--- config.mk ---
export PLATFORM = sky130hd
export DESIGN_NAME = code_lock
export DESIGN_NICKNAME = d
export VERILOG_FILES = /design/src/rtl/code_lock_pkg.sv /design/src/rtl/code_lock_digit_match.sv /design/src/rtl/code_lock_next.sv /design/src/rtl/code_lock.sv
export SDC_FILE = /design/constraint.sdc
export NUM_CORES = 1
export LEC_CHECK = 0
export BUFFER_PORTS_ARGS = -buffer_cell sky130_fd_sc_hd__buf_2
export CAP_MARGIN = 20
export CORE_AREA = 2 2 39 41
export CTS_CLUSTER_SIZE = 24
export DETAILED_ROUTE_END_ITERATION = 10
export DIE_AREA = 0 0 41 43
export GPL_TIMING_DRIVEN = 1
export SYNTH_ARGS = -nofsm -noshare
export SYNTH_HDL_FRONTEND = slang
export SYNTH_SLANG_ARGS = --single-unit
--- constraint.sdc ---
create_clock -name clk -period 2 [get_ports clk]
set_clock_uncertainty 0.2 [all_clocks]
set_input_delay 0.6 -clock clk [delete_from_list [all_inputs] [get_ports clk]]
set_output_delay 0.6 -clock clk [all_outputs]
set_load 0.005 [all_outputs]
--- src/rtl/code_lock_pkg.sv ---
package code_lock_pkg;

   typedef enum logic [1:0] {
      LK_IDLE = 2'b00,
      LK_GOT1 = 2'b01,
      LK_GOT2 = 2'b10,
      LK_OPEN = 2'b11
   } lock_state_t;

   localparam int unsigned CODE_LEN = 3;

endpackage

--- src/rtl/code_lock_digit_match.sv ---
module code_lock_digit_match #(
   parameter int unsigned DIGIT_W  = 4,
   parameter int unsigned CODE_LEN = 3,
   parameter logic [CODE_LEN*DIGIT_W-1:0] CODE = '0
) (
   input  logic [DIGIT_W-1:0]  digit,
   output logic [CODE_LEN-1:0] hit
);

   for (genvar gi = 0; gi < CODE_LEN; gi++) begin : g_cmp
      assign hit[gi] = (digit == CODE[gi*DIGIT_W +: DIGIT_W]);
   end

endmodule

--- src/rtl/code_lock_next.sv ---
module code_lock_next
   import code_lock_pkg::*;
(
   input  lock_state_t         cur,
   input  logic                valid,
   input  logic [CODE_LEN-1:0] hit,
   output lock_state_t         nxt,
   output logic                open_mealy
);

   always_comb begin
      nxt        = cur;
      open_mealy = 1'b0;
      unique case (cur)
         LK_IDLE: begin
            if (valid && hit[0]) nxt = LK_GOT1;
         end
         LK_GOT1: begin
            if (valid) begin
               if (hit[1])      nxt = LK_GOT2;
               else if (hit[0]) nxt = LK_GOT1;
               else             nxt = LK_IDLE;
            end
         end
         LK_GOT2: begin
            if (valid) begin
               if (hit[2]) begin
                  nxt        = LK_OPEN;
                  open_mealy = 1'b1;
               end
               else if (hit[0]) nxt = LK_GOT1;
               else             nxt = LK_IDLE;
            end
         end
         LK_OPEN: begin
            nxt        = LK_OPEN;
            open_mealy = 1'b1;
         end
         default: nxt = LK_IDLE;
      endcase
   end

endmodule

--- src/rtl/code_lock.sv ---
module code_lock
   import code_lock_pkg::*;
#(
   parameter int unsigned DIGIT_W = 4,
   parameter logic [DIGIT_W-1:0] CODE_A = DIGIT_W'(3),
   parameter logic [DIGIT_W-1:0] CODE_B = DIGIT_W'(8),
   parameter logic [DIGIT_W-1:0] CODE_C = DIGIT_W'(4)
) (
   input  logic               clk,
   input  logic               rst,
   input  logic               digit_valid,
   input  logic [DIGIT_W-1:0] digit,
   output logic               unlock
);

   localparam logic [CODE_LEN*DIGIT_W-1:0] CODE_VEC = {CODE_C, CODE_B, CODE_A};

   initial begin
      a_cfg_width : assert (DIGIT_W >= 4)
         else $error("digit width must hold a decimal digit");
      a_cfg_distinct : assert (CODE_A != CODE_B && CODE_A != CODE_C)
         else $error("first code digit must differ from the others");
   end

   lock_state_t         state_q;
   lock_state_t         state_d;
   logic [CODE_LEN-1:0] hit;
   logic                open_comb;

   code_lock_digit_match #(
      .DIGIT_W  (DIGIT_W),
      .CODE_LEN (CODE_LEN),
      .CODE     (CODE_VEC)
   ) match_i (
      .digit (digit),
      .hit   (hit)
   );

   code_lock_next next_i (
      .cur        (state_q),
      .valid      (digit_valid),
      .hit        (hit),
      .nxt        (state_d),
      .open_mealy (open_comb)
   );

   always_ff @(posedge clk) begin
      if (rst) state_q <= LK_IDLE;
      else     state_q <= state_d;
   end

   assign unlock = open_comb && !rst;

   // a valid first digit from idle always lands in first-digit-seen
   a_r2_first_digit : assert property (@(posedge clk) disable iff (rst)
      (state_q == LK_IDLE && digit_valid && digit == CODE_A) |=> (state_q == LK_GOT1));

   // final digit raises unlock at once and opens on the next edge
   a_r4_final_digit : assert property (@(posedge clk) disable iff (rst)
      (state_q == LK_GOT2 && digit_valid && digit == CODE_C) |-> unlock);
   a_r4_enter_open : assert property (@(posedge clk) disable iff (rst)
      (state_q == LK_GOT2 && digit_valid && digit == CODE_C) |=> (state_q == LK_OPEN));

   // restart from two-digits-seen on the first digit
   a_r5_restart : assert property (@(posedge clk) disable iff (rst)
      (state_q == LK_GOT2 && digit_valid && digit == CODE_A) |=> (state_q == LK_GOT1));

   // open state is absorbing
   a_r6_absorb : assert property (@(posedge clk) disable iff (rst)
      (state_q == LK_OPEN) |=> (state_q == LK_OPEN && unlock));

   // no valid strobe, no movement
   a_r7_hold : assert property (@(posedge clk) disable iff (rst)
      !digit_valid |=> $stable(state_q));

endmodule

==> results.yml <==
synthesis:
  synth_top_area_share: 0.281
  synth.largest_area_cell: "dfxtp_1"
  syn_area_per_cell_um2: 8.39
  postSynthCellCount: 17
  synthTopCellsByArea: "dfxtp_1, nor4b_4, nor2_1"
  syn_nets: 24
  yosysWarnings: 0
  synth_edf_count: 0
  yosys_register_bits: 2
  synth_area_um2: 143
  seq_area_frac_synth: 0.281
  synthTopCellsByCount: "nor2_1, dfxtp_1"
  yosys.cell_types.count: 13
  yosysMostFrequentCell: "nor2_1"
  ys_async_sr_fraction: 0
  synthFlopType: "dfxtp_1"
grt:
  grt_max_degree: 6
  grt_pass1_wl_um: 717
  grt_pass1_vias: 190
  grt-ovfl-total: 0
  track_usage: 0.0701
  antenna_found_initial: 0
floorplan:
  die_area_um2: 1760
  core_area_um2: 1380
  die_x_um: 41
  die_y_um: 43
  initial_core_util: 0.103
  num_rows: 14
  ios: 8
finish:
  largest_register_ff_count: 2
  syn_to_final_growth_pct: 100
  largest-register: "state_q"
  design_area_um2: 285
  final_nets: 42
  drive_gt1_frac: 0.545
  num_antenna_cells: 0
  reg.largest.list: "state_q (2)"
  final_cells: 49
detailed_routing:
  viasPerCell: 3.82
  drtIter0Drc: 5
  final_antenna_net_count: 0
  wl_um: 459
  drc_errors: 0
  wl_per_cell_um: 9.37
  vias: 187
  drt_pass1_iterations: 2
sta:
  fmax_ghz: 0.481
  worst_slack_ns: -0.0811
  hold_viol_final: 0
  slew_viol_final: 0
  relSlewSlack: 0.809
  finalSetupViolations: 1
  rsz0062_at_grt: "yes"
  fin_crit_sh: 1.04
  worstMarginPinSlew_ns: 0.283
  fin_crit_ns: 2.08
placed_design:
  portBuffers: 7
  dp_cells: 44
  gp_congestion: 0.654
  placedInstanceArea_um2: 228
  hpwl_um: 358
clocking:
  clock_sinks: 2
  htree_levels: 1
  clk_pin_slew_worst_paths_ns: 0.03
  cts_tree: "built"
  cts_hold_buf: 0
  root_buffer: "clkbuf_4"
  cts_buffers: 3
  cts_buffer_depth: 2
  clk_latency_ns: 0.22
setup_path:
  critPathKind: "primary input to primary output"
  crit_path_start_kind: "primary input"
  crit_fanout: 2
  arrival_ns: 1.28
  crit_path_end_kind: "primary output"
  required_ns: 1.20
pwr:
  power_density_nw_per_um2: 558
  ir_worst_vdd_v: 0.000106
  cellLeakagePower_nw: 0.124
worst_hold_path:
  worstHoldPathType: "register to register"
outcome:
  violations: "setup timing"
  outcome: "finished with violations"
job:
  maxCapViolCount: 0
per-stage QoR:
step	util	setup TNS (ns)	power [mW]	hold slack (ns)	setup WS, ns
5_1_grt	0.206	-0.142	0.175	0.367	-0.142
4_1_cts	0.203	-0.115	0.166	0.352	-0.115
3_5_place_dp	0.165	-0.129	0.0660	0.345	-0.129
2_1_floorplan	-	0	0.0489	0.294	0.112
6_report	0.206	-0.0811	0.159	0.346	-0.0811
3_3_place_gp	0.165	-0.107	0.0654	0.340	-0.107
area by class of cell:
class	instances	area, um2
inverter	1	3.75
sequential	2	40.0
multi-input combinational	14	98.8
timing repair buffer	13	100
fill	157	1100
clock buffer	3	22.5
tap	16	20.0
power breakdown:
part	total, mW	switching [mW]	internal [mW]
logic	0.0307	0.0118	0.0190
clock network	0.0872	0.0212	0.0660
registers	0.0411	0.000484	0.0406
cells by family (layout without fill, tap and decap cells):
family | after synthesis | after routing | share of synthesized area
compound gates | 4 | 4 | 0.202
buf+inv | 1 | 17 | 0.0263
flops | 2 | 2 | 0.281
simple gates | 10 | 10 | 0.491
cells in the final DEF (no fill, tap or decap):
| cell | instances |
|---|---|
| nor4b_1 | 1 |
| o22ai_1 | 1 |
| nand4_1 | 1 |
| dfxtp_1 | 2 |
| o21ai_0 | 1 |
| inv_1 | 1 |
| nor4b_4 | 1 |
| nor3_1 | 1 |
| nor2_1 | 4 |
| a211oi_2 | 1 |
| buf_8 | 2 |
| buf_4 | 6 |
| nand3_1 | 1 |
| nand2b_1 | 1 |
| buf_2 | 5 |
| a21oi_1 | 1 |
| clkbuf_4 | 3 |
worst paths after layout:
path                                  from  cells after the start          to  slack, ns
worst max register to register  state_q[1]                      3  state_q[1]       0.87
worst max-delay path              digit[1]                      5      unlock      -0.08
worst min register to register  state_q[0]                      2  state_q[1]       0.35
worst min-delay path            state_q[0]                      2  state_q[1]       0.35
per-layer routing:
metal / vias up / wire [um] / track usage
met1: 84 / 150 / 0.0414
met5: - / 0 / 0
met2: 4 / 276 / 0.113
li1: 99 / - / -
met4: 0 / 0 / 0.0800
met3: 0 / 31 / 0.0471
worst max-delay path, cell delays in order:
cell and delay (ns):
buf_8 0.10, nor4b_4 0.28, a21oi_1 0.10, nor2_1 0.09, buf_2 0.11
timing repair:
action,4_1_cts,5_1_grt
endpoints found under the setup margin,1,1
pin swaps,3,3
setup buffers,2,0
resized for setup,5,1
Note: power is estimated with default switching activity, not from simulation.
